===== src/rtl/intc_pkg.sv =====
package intc_pkg;

  localparam logic [31:0] EN_BASE    = 32'h0000_2000;
  localparam logic [31:0] EN_STRIDE  = 32'h0000_0080;
  localparam int          EN_SHIFT   = 7;
  localparam logic [31:0] CTX_BASE   = 32'h0020_0000;
  localparam logic [31:0] CTX_STRIDE = 32'h0000_1000;
  localparam int          CTX_SHIFT  = 12;
  localparam logic [31:0] OFS_THR    = 32'h0;
  localparam logic [31:0] OFS_CLAIM  = 32'h4;

  typedef enum logic [2:0] {
    ACC_NONE,
    ACC_PRIO,
    ACC_EN,
    ACC_THR,
    ACC_CLAIM
  } acc_kind_e;

  typedef struct packed {
    acc_kind_e  kind;
    logic [7:0] ctx;
    logic [9:0] idx;
  } acc_t;

endpackage


===== src/rtl/intc_rst_sync.sv =====
module intc_rst_sync (
  input  logic clk_i,
  input  logic rst_ni,
  output logic rst_no
);

  logic s1_q, s2_q;

  always_ff @(posedge clk_i or negedge rst_ni) begin
    if (!rst_ni) begin
      s1_q <= 1'b0;
      s2_q <= 1'b0;
    end else begin
      s1_q <= 1'b1;
      s2_q <= s1_q;
    end
  end

  assign rst_no = s2_q;

endmodule


===== src/rtl/intc_decode.sv =====
module intc_decode
  import intc_pkg::*;
#(
  parameter int NUM_SRC = 31,
  parameter int NUM_CTX = 2,
  parameter int ADDR_W  = 24
) (
  input  logic [ADDR_W-1:0] addr_i,
  output acc_t              acc_o
);

  localparam logic [31:0] PRIO_END = 32'(4 * (NUM_SRC + 1));
  localparam logic [31:0] EN_END   = EN_BASE + 32'(NUM_CTX) * EN_STRIDE;
  localparam logic [31:0] CTX_END  = CTX_BASE + 32'(NUM_CTX) * CTX_STRIDE;

  logic [31:0] a32;
  assign a32 = 32'(addr_i);

  always_comb begin
    acc_o = '{kind: ACC_NONE, ctx: '0, idx: '0};
    if (a32 < PRIO_END) begin
      acc_o.kind = ACC_PRIO;
      acc_o.idx  = 10'(a32 >> 2);
    end else if (a32 >= EN_BASE && a32 < EN_END) begin
      acc_o.kind = ACC_EN;
      acc_o.ctx  = 8'((a32 - EN_BASE) >> EN_SHIFT);
      acc_o.idx  = 10'(((a32 - EN_BASE) & (EN_STRIDE - 1)) >> 2);
    end else if (a32 >= CTX_BASE && a32 < CTX_END) begin
      acc_o.ctx = 8'((a32 - CTX_BASE) >> CTX_SHIFT);
      if (((a32 - CTX_BASE) & (CTX_STRIDE - 1)) == OFS_THR)
        acc_o.kind = ACC_THR;
      else if (((a32 - CTX_BASE) & (CTX_STRIDE - 1)) == OFS_CLAIM)
        acc_o.kind = ACC_CLAIM;
    end
  end

endmodule


===== src/rtl/intc_gate.sv =====
module intc_gate #(
  parameter bit IS_EDGE = 1'b0
) (
  input  logic clk_i,
  input  logic rst_ni,
  input  logic line_i,
  input  logic claim_i,
  input  logic done_i,
  output logic pend_o,
  output logic busy_o
);

  logic trig;
  logic pend_q, pend_d, busy_q, busy_d;

  if (IS_EDGE) begin : g_edge
    logic prev_q;
    always_ff @(posedge clk_i or negedge rst_ni) begin
      if (!rst_ni) prev_q <= 1'b0;
      else         prev_q <= line_i;
    end
    assign trig = line_i & ~prev_q;
  end else begin : g_level
    assign trig = line_i;
  end

  always_comb begin
    pend_d = pend_q;
    busy_d = busy_q;
    if (done_i) busy_d = 1'b0;
    if (claim_i) begin
      pend_d = 1'b0;
      busy_d = 1'b1;
    end else if (trig && !busy_q && !pend_q) begin
      pend_d = 1'b1;
    end
  end

  always_ff @(posedge clk_i or negedge rst_ni) begin
    if (!rst_ni) begin
      pend_q <= 1'b0;
      busy_q <= 1'b0;
    end else begin
      pend_q <= pend_d;
      busy_q <= busy_d;
    end
  end

  assign pend_o = pend_q;
  assign busy_o = busy_q;

endmodule


===== src/rtl/intc_select.sv =====
module intc_select #(
  parameter int NUM_SRC = 31,
  parameter int PRIO_W  = 3,
  parameter int SW      = 5
) (
  input  logic [NUM_SRC:1]             elig_i,
  input  logic [NUM_SRC:1][PRIO_W-1:0] prio_i,
  input  logic [PRIO_W-1:0]            thr_i,
  output logic [SW-1:0]                win_o,
  output logic                         req_o
);

  logic [PRIO_W-1:0] best_p;

  always_comb begin
    best_p = thr_i;
    win_o  = '0;
    for (int s = 1; s <= NUM_SRC; s++) begin
      if (elig_i[s] && prio_i[s] > best_p) begin
        best_p = prio_i[s];
        win_o  = SW'(s);
      end
    end
  end

  assign req_o = (win_o != '0);

endmodule


===== src/rtl/intc_core.sv =====
module intc_core
  import intc_pkg::*;
#(
  parameter int               NUM_SRC  = 31,
  parameter int               NUM_CTX  = 2,
  parameter int               PRIO_W   = 3,
  parameter int               ADDR_W   = 24,
  parameter logic [NUM_SRC:0] EDGE_SRC = 'h0F00
) (
  input  logic                clk_i,
  input  logic                rst_ni,
  input  logic [NUM_SRC:1]    src_i,
  input  logic [ADDR_W-1:0]   bus_addr_i,
  input  logic [31:0]         bus_wdata_i,
  input  logic                bus_we_i,
  input  logic                bus_re_i,
  output logic [31:0]         bus_rdata_o,
  output logic [NUM_CTX-1:0]  irq_o
);

  localparam int SW = $clog2(NUM_SRC + 1);

  logic rst_n;
  acc_t acc;

  logic [NUM_SRC:1][PRIO_W-1:0]  prio_q, prio_d;
  logic [NUM_CTX-1:0][NUM_SRC:1] en_q, en_d;
  logic [NUM_CTX-1:0][PRIO_W-1:0] thr_q, thr_d;
  logic                          cfg_we;

  logic [NUM_SRC:1] pend, busy, claim_vec, done_vec;
  logic [NUM_CTX-1:0]         clm_rd, cpl_wr;
  logic [NUM_CTX-1:0][SW-1:0] win_id;

  intc_rst_sync u_rst (.clk_i(clk_i), .rst_ni(rst_ni), .rst_no(rst_n));

  intc_decode #(.NUM_SRC(NUM_SRC), .NUM_CTX(NUM_CTX), .ADDR_W(ADDR_W)) u_dec (
    .addr_i(bus_addr_i),
    .acc_o (acc)
  );

  // configuration registers: next state
  assign cfg_we = bus_we_i &&
                  (acc.kind == ACC_PRIO || acc.kind == ACC_EN || acc.kind == ACC_THR);

  always_comb begin
    prio_d = prio_q;
    en_d   = en_q;
    thr_d  = thr_q;
    case (acc.kind)
      ACC_PRIO: begin
        for (int s = 1; s <= NUM_SRC; s++)
          if (acc.idx == 10'(s)) prio_d[s] = bus_wdata_i[PRIO_W-1:0];
      end
      ACC_EN: begin
        for (int c = 0; c < NUM_CTX; c++)
          for (int s = 1; s <= NUM_SRC; s++)
            if (acc.ctx == 8'(c) && acc.idx == 10'(s / 32))
              en_d[c][s] = bus_wdata_i[s % 32];
      end
      ACC_THR: begin
        for (int c = 0; c < NUM_CTX; c++)
          if (acc.ctx == 8'(c)) thr_d[c] = bus_wdata_i[PRIO_W-1:0];
      end
      default: ;
    endcase
  end

  // configuration registers: state
  always_ff @(posedge clk_i or negedge rst_n) begin
    if (!rst_n) begin
      prio_q <= '0;
      en_q   <= '0;
      thr_q  <= '0;
    end else if (cfg_we) begin
      prio_q <= prio_d;
      en_q   <= en_d;
      thr_q  <= thr_d;
    end
  end

  // gateways, one per source
  for (genvar s = 1; s <= NUM_SRC; s++) begin : g_src
    intc_gate #(.IS_EDGE(EDGE_SRC[s])) u_gate (
      .clk_i  (clk_i),
      .rst_ni (rst_n),
      .line_i (src_i[s]),
      .claim_i(claim_vec[s]),
      .done_i (done_vec[s]),
      .pend_o (pend[s]),
      .busy_o (busy[s])
    );
  end

  // per-context selection
  for (genvar c = 0; c < NUM_CTX; c++) begin : g_ctx
    intc_select #(.NUM_SRC(NUM_SRC), .PRIO_W(PRIO_W), .SW(SW)) u_sel (
      .elig_i(pend & en_q[c]),
      .prio_i(prio_q),
      .thr_i (thr_q[c]),
      .win_o (win_id[c]),
      .req_o (irq_o[c])
    );
    assign clm_rd[c] = bus_re_i && acc.kind == ACC_CLAIM && acc.ctx == 8'(c);
    assign cpl_wr[c] = bus_we_i && acc.kind == ACC_CLAIM && acc.ctx == 8'(c);
  end

  // claim and completion routing to gateways
  always_comb begin
    claim_vec = '0;
    done_vec  = '0;
    for (int s = 1; s <= NUM_SRC; s++) begin
      for (int c = 0; c < NUM_CTX; c++) begin
        if (clm_rd[c] && win_id[c] == SW'(s)) claim_vec[s] = 1'b1;
        if (cpl_wr[c] && bus_wdata_i == 32'(s) && en_q[c][s]) done_vec[s] = 1'b1;
      end
    end
  end

  // read data
  always_comb begin
    bus_rdata_o = '0;
    if (bus_re_i) begin
      case (acc.kind)
        ACC_PRIO: begin
          for (int s = 1; s <= NUM_SRC; s++)
            if (acc.idx == 10'(s)) bus_rdata_o = 32'(prio_q[s]);
        end
        ACC_EN: begin
          for (int c = 0; c < NUM_CTX; c++)
            for (int s = 1; s <= NUM_SRC; s++)
              if (acc.ctx == 8'(c) && acc.idx == 10'(s / 32))
                bus_rdata_o[s % 32] = en_q[c][s];
        end
        ACC_THR: begin
          for (int c = 0; c < NUM_CTX; c++)
            if (acc.ctx == 8'(c)) bus_rdata_o = 32'(thr_q[c]);
        end
        ACC_CLAIM: begin
          for (int c = 0; c < NUM_CTX; c++)
            if (clm_rd[c]) bus_rdata_o = 32'(win_id[c]);
        end
        default: ;
      endcase
    end
  end

endmodule


===== config.mk =====
export PLATFORM = sky130hd
export DESIGN_NAME = intc_core
export DESIGN_NICKNAME = d
export VERILOG_FILES = /design/src/rtl/intc_pkg.sv /design/src/rtl/intc_rst_sync.sv /design/src/rtl/intc_decode.sv /design/src/rtl/intc_gate.sv /design/src/rtl/intc_select.sv /design/src/rtl/intc_core.sv
export SDC_FILE = /design/constraint.sdc
export NUM_CORES = 1
export LEC_CHECK = 0
export CAP_MARGIN = 20
export CORE_ASPECT_RATIO = 0.8
export CORE_UTILIZATION = 30
export CTS_CLUSTER_SIZE = 20
export DETAILED_ROUTE_END_ITERATION = 6
export PLACE_DENSITY_LB_ADDON = 0.3
export SYNTH_ARGS = -nofsm -noshare
export SYNTH_HDL_FRONTEND = slang
export SYNTH_HIERARCHICAL = 1
export SYNTH_SLANG_ARGS = --single-unit

===== constraint.sdc =====
create_clock -name clk_i -period 56 [get_ports clk_i]
set_input_delay 14 -clock clk_i [delete_from_list [all_inputs] [get_ports clk_i]]
set_output_delay 14 -clock clk_i [all_outputs]
set_load 0.01 [all_outputs]

Word-level counts from Yosys, hierarchy flattened
Cells that the tools add are included.
{"block": "word_totals", "latchBits": 0, "rom_bits": 0, "reg_bits": 229, "mem_count": 0, "ramBits": 0}
{"block": "op_classes", "n_shift": 0, "eq_ne": 130, "n_reduce_logical": 487, "magnitude_cmp": 67, "mux": 478, "add_sub_neg": 2, "n_div": 0, "bitwise": 10, "n_mul": 0}
{"cell": "2-to-1 mux 32 bit", "n": 31}
{"cell": "equality test 32 x 5 -> 1 bit (second input constant)", "n": 16}
{"cell": "logical AND 1 bit", "n": 321}
{"cell": "2-to-1 mux 1 bit", "n": 312}
{"cell": "equality test 32 x 4 -> 1 bit (second input constant)", "n": 8}
{"cell": "2-to-1 mux 3 bit", "n": 74}
{"cell": "greater-than comparator 3 bit", "n": 62}
{"cell": "2-to-1 mux 5 bit", "n": 35}
{"cell": "equality test 10 x 5 -> 1 bit (second input constant)", "n": 16}
{"cell": "equality test 5 bit (second input constant)", "n": 32}
{"cell": "equality test 32 x 3 -> 1 bit (second input constant)", "n": 4}
{"cell": "case mux 31 bit (4 select lines)", "n": 1}
{"cell": "nonzero test 2 bit", "n": 62}
{"cell": "AND reduction 3 bit", "n": 35}
{"cell": "equality test 10 x 4 -> 1 bit (second input constant)", "n": 8}
{"cell": "equality test 5 x 4 -> 1 bit (second input constant)", "n": 16}
{"cell": "equality test 32 x 2 -> 1 bit (second input constant)", "n": 2}
{"cell": "2-to-1 mux 4 bit", "n": 16}
{"cell": "AND 31 bit", "n": 2}
{"cell": "logical NOT 1 bit", "n": 62}
{"cell": "equality test 10 x 3 -> 1 bit (second input constant)", "n": 4}
{"cell": "equality test 5 x 3 -> 1 bit (second input constant)", "n": 8}
{"cell": "equality test 32 x 1 -> 1 bit (second input constant)", "n": 1}
{"cell": "logical NOT 32 bit", "n": 1}
{"cell": "27 further kinds", "n": 45}

Logic depth before layout (Yosys ltp)
{"block": "logic_depth", "ltp_word": 98, "ltp_mapped": 230, "ltp_nobuf": 229}

Hierarchy
The synthesis kept the hierarchy.
{"mod": "intc_core", "n_inst": 1, "cells_per_inst": 920, "area_per_inst_um2": 9516.6}
{"mod": "intc_select at g_ctx[1].u_sel", "n_inst": 1, "cells_per_inst": 716, "area_per_inst_um2": 4539.4}
{"mod": "intc_select at g_ctx[0].u_sel", "n_inst": 1, "cells_per_inst": 729, "area_per_inst_um2": 4525.6}
{"mod": "intc_gate at g_src[12].u_gate ...", "n_inst": 27, "cells_per_inst": 7, "area_per_inst_um2": 81.3}
{"mod": "intc_gate at g_src[10].u_gate ...", "n_inst": 4, "cells_per_inst": 8, "area_per_inst_um2": 103.8}
{"mod": "intc_decode", "n_inst": 1, "cells_per_inst": 47, "area_per_inst_um2": 337.8}
{"mod": "intc_rst_sync", "n_inst": 1, "cells_per_inst": 3, "area_per_inst_um2": 53.8}

Worst setup path before layout
Ideal clock, no wire load.
{"block": "synth_timing", "kind": "register -> output", "startpoint": "register thr_q[2] (netlist name)", "endpoint": "output port bus_rdata_o[4]", "stages_incl_launch_ff": 216, "slack_ns": 4.379, "t_arrival_ns": 37.621, "path_cell_list": "dfrtp_1 > inv_1 > ha_1 > a21o_1 > o211ai_1 > nand2_1 > o21ai_0 > ha_1 > nor2_1 > a221oi_1 > nor2_1 > mux2_2 > ha_1 > nor2_1 > nor2_1 > nor2_1 > o211a_1 > o21ai_0 > [... 180 more ...] > o2111ai_1 > and3_1 > a211o_1 > o21ai_1 > ha_1 > nand3_1 > nand2_1 > a21oi_1 > mux2_2 > ha_1 > a21oi_1 > nor2_1 > nor2_1 > nand2_1 > or4_1 > and3_1 > a211oi_1 > nor2_1"}
{"element": "start: declaration", "line_no": "intc_core.sv:28", "text": "logic [NUM_CTX-1:0][PRIO_W-1:0] thr_q, thr_d;"}
{"element": "start signal: assignment", "line_no": "intc_core.sv:78", "text": "thr_q <= thr_d;"}
{"element": "end: declaration", "line_no": "intc_core.sv:17", "text": "output logic [31:0] bus_rdata_o,"}

==> flow_summary.json <==
{
  "status": "complete, but fails checks",
  "violations": "design-rule violations",
  "finalSetupViolations": 0,
  "drc_errors": 3,
  "required_ps": 42000,
  "area_delta_synth_final_pct": 20.2,
  "fp.dieW_um": 302,
  "ys_async_sr_fraction_pct": 100,
  "ant_nets": 0,
  "via_count": 21600,
  "setup.worst_path.end_class": "primary output",
  "antenna_found_initial": 0,
  "peakVddDrop_v": 0.0000197,
  "max_cap_violations": 0,
  "cts_buffers": 27,
  "p_seq_share_pct": 45.6,
  "ys.warnings.count": 6,
  "period_minus_slack_ps": 54020,
  "slew_headroom_pct": 18.9,
  "synth_top_cell_by_area": "dfrtp_1",
  "synth-edff-count": 0,
  "cts_tree": "built",
  "htreeDepth": 1,
  "internal-power_w": 0.000275,
  "ys_seq_elements": 229,
  "grt_max_degree": 73,
  "root_buffer": "clkbuf_16",
  "fin_ws_ps": 1980,
  "clock_path_buffers": 3,
  "p_sw_w": 0.0000897,
  "drt_iter0_markers": 2443,
  "dr.pass1.iters": 7,
  "reg2reg_from": "thr_q[1]$_DFFE_PN0P_",
  "routedWlPerCell_um": 21.7,
  "finalHoldViolations": 0,
  "period_share_pct": 96.5,
  "swShare_pct": 24.6,
  "layout-drive-gt1-share_pct": 22.2,
  "cpMostUsedCell": "ha_1",
  "synth.area.top_cells": "dfrtp_1, mux2_2, nand2_1, ha_1, nor2_1",
  "crit_path_max_incr_delay_ps": 510,
  "hold_slack_ps": 221,
  "start_kind": "flip-flop",
  "place_hpwl_um": 63000,
  "ys.flop_type": "dfrtp_1",
  "hold_class": "flip-flop to asynchronous set/reset pin",
  "synthCells": 2636,
  "clk_pin_slew_ps": 70,
  "yosys.cell_types.count": 129,
  "ioPinCount": 125,
  "cellLeakagePower_nw": 11.0,
  "tightest_slew_ps": 1210,
  "slew_viol_final": 0,
  "fmax_ghz": 0.0185,
  "clock_power_share_pct": 49.8,
  "syn_area_per_cell_sq_um": 8.19,
  "placementRows": 87,
  "final_cell_mix": "nand2_1, dfrtp_1, nor2_1",
  "nFillCells": 7312,
  "layout_commonest_cell": "nand2_1",
  "ys_seq_area_share_pct": 26.5,
  "place_congestion": 0.930,
  "synth.top_cell.area_share_pct": 26.5,
  "start_util_pct": 30.5,
  "crit_start": "thr_q[1]$_DFFE_PN0P_",
  "grt_use_total_pct": 21.6,
  "finClkSkew_ps": 14.5,
  "first_global_vias": 19400,
  "overflow": 0,
  "syn-cell-area_sq_um": 21600,
  "critical_path_class": "flip-flop to primary output",
  "nNetsFinal": 2987,
  "pre_cts_ws_ps": -696,
  "grt_pass1_wl_um": 122000,
  "power_density_nw_per_um2": 14.0,
  "viasPerCell": 5.72,
  "crit_buf_inv": 9,
  "finalPower_w": 0.000364,
  "cts_hold_buf": 0,
  "combPwrFrac_pct": 4.6,
  "cp_max_fo": 7,
  "path_delay_family": "compound AO/OA/AOI/OAI gates",
  "dieArea_sq_um": 73000,
  "io_buffers": 124,
  "arrival_ps": 40020,
  "cts_sinks": 229,
  "die_h_um": 242,
  "finalWirelength_um": 81900,
  "slowest_stage": "or4b_1",
  "core_area_sq_um": 70900,
  "clk_latency_ps": 590
}
## Yosys cell counts, drive strengths merged, types with 20 or more instances
cell type	n
clkbuf	41
and3	39
dfrtp	229
nor2	234
nand3	93
nand2b	53
nand2	275
a21oi	138
mux2i	21
o22ai	46
and2	113
nand4	22
o21ai	122
o211ai	22
a22oi	81
mux2	179
nor3	95
or3	20
or2	29
o21a	25
ha	76
a21o	54
a211oi	20
o31ai	22
a31oi	46
buf	42
nor4	34
inv	193
## registers in the layout, summed over array words and instances, names as in the netlist
name                        flops
prio_q                         93
en_q                           62
g_src.u_gate/busy_o            31
g_src.u_gate/pend_o            31
thr_q                           6
g_src.u_gate/g_edge.prev_q      4
u_rst/rst_no                    1
u_rst/s1_q                      1
## power by group through the flow
stage	Clock [W]	Combinational (W)	Sequential, W
CTS	0.000183	0.0000167	0.000166
finish	0.000181	0.0000167	0.000166
detailed placement	0	0.0000166	0.000169
floorplan	0	0.00000348	0.000171
global placement	0	0.0000167	0.000169
global route	0.000189	0.0000179	0.000166
## final cells by class
| type | instances | area, sq um | share of cell area, % |
|---|---|---|---|
| multi-input combinational | 2141 | 15400 | 59.4 |
| timing repair buffer | 228 | 2030 | 7.83 |
| tap | 934 | 1170 | 4.50 |
| antenna | 1 | 2.50 | 0.00964 |
| clock buffer | 33 | 728 | 2.81 |
| sequential | 229 | 5740 | 22.1 |
| clock inverter | 15 | 150 | 0.579 |
| inverter | 193 | 727 | 2.80 |
## what timing repair did
item	in CTS	in global routing
cloned	0	0
pin swaps	3	81
gates resized for setup	14	173
endpoints found under the setup margin	6	7
buffers inserted	4	69
## worst paths after layout
path,endpoint,slack [ps],cells past startpoint
setup / recovery,bus_rdata_o[4],1980,225
setup reg to reg,g_src[8].u_gate/pend_o$_DFFE_PN0P_,15630,225
max in group asynchronous,u_rst/rst_no$_DFF_PN0_,42290,1
hold reg to reg,g_src[6].u_gate/busy_o$_DFFE_PN0P_,220,0
min in group clk_i,u_rst/rst_no$_DFF_PN0_,350,0
hold / removal,g_src[6].u_gate/busy_o$_DFFE_PN0P_,220,0
## per-stage QoR
step	area, sq um	setup TNS (ps)	util (%)	std cells
2_1_floorplan	21600	0	-	2646
3_3_place_gp	23900	0	33.7	3651
3_5_place_dp	23900	-3520	33.7	3651
4_1_cts	24800	0	35.0	3703
5_1_grt	25900	-2850	36.6	3773
6_report	25900	0	36.6	3774
## kinds of logic after synthesis
logic type	count (synthesis)	share of synthesized area [%]
AND/OR/NAND/NOR	1071	25.4
AO/OA/AOI/OAI	759	26.1
buffers and inverters	276	5.33
flip-flops	229	26.5
multiplexers	204	11.3
adder cells (fa/ha/maj)	94	5.25
other	2	0.0348
XOR/XNOR	1	0.0406
## per-layer routing
| layer | wire length, um | share of wire, % | global-route usage, % | up-vias |
|---|---|---|---|---|
| met3 | 6730 | 8.2 | 3.73 | 94 |
| met5 | 0 | 0 | 0 | - |
| li1 | - | - | - | 10100 |
| met2 | 33500 | 41 | 30.2 | 870 |
| met1 | 40100 | 49 | 33.9 | 10500 |
| met4 | 1650 | 2.0 | 3.98 | 0 |
No activity file was read; power rests on OpenSTA's default activity.
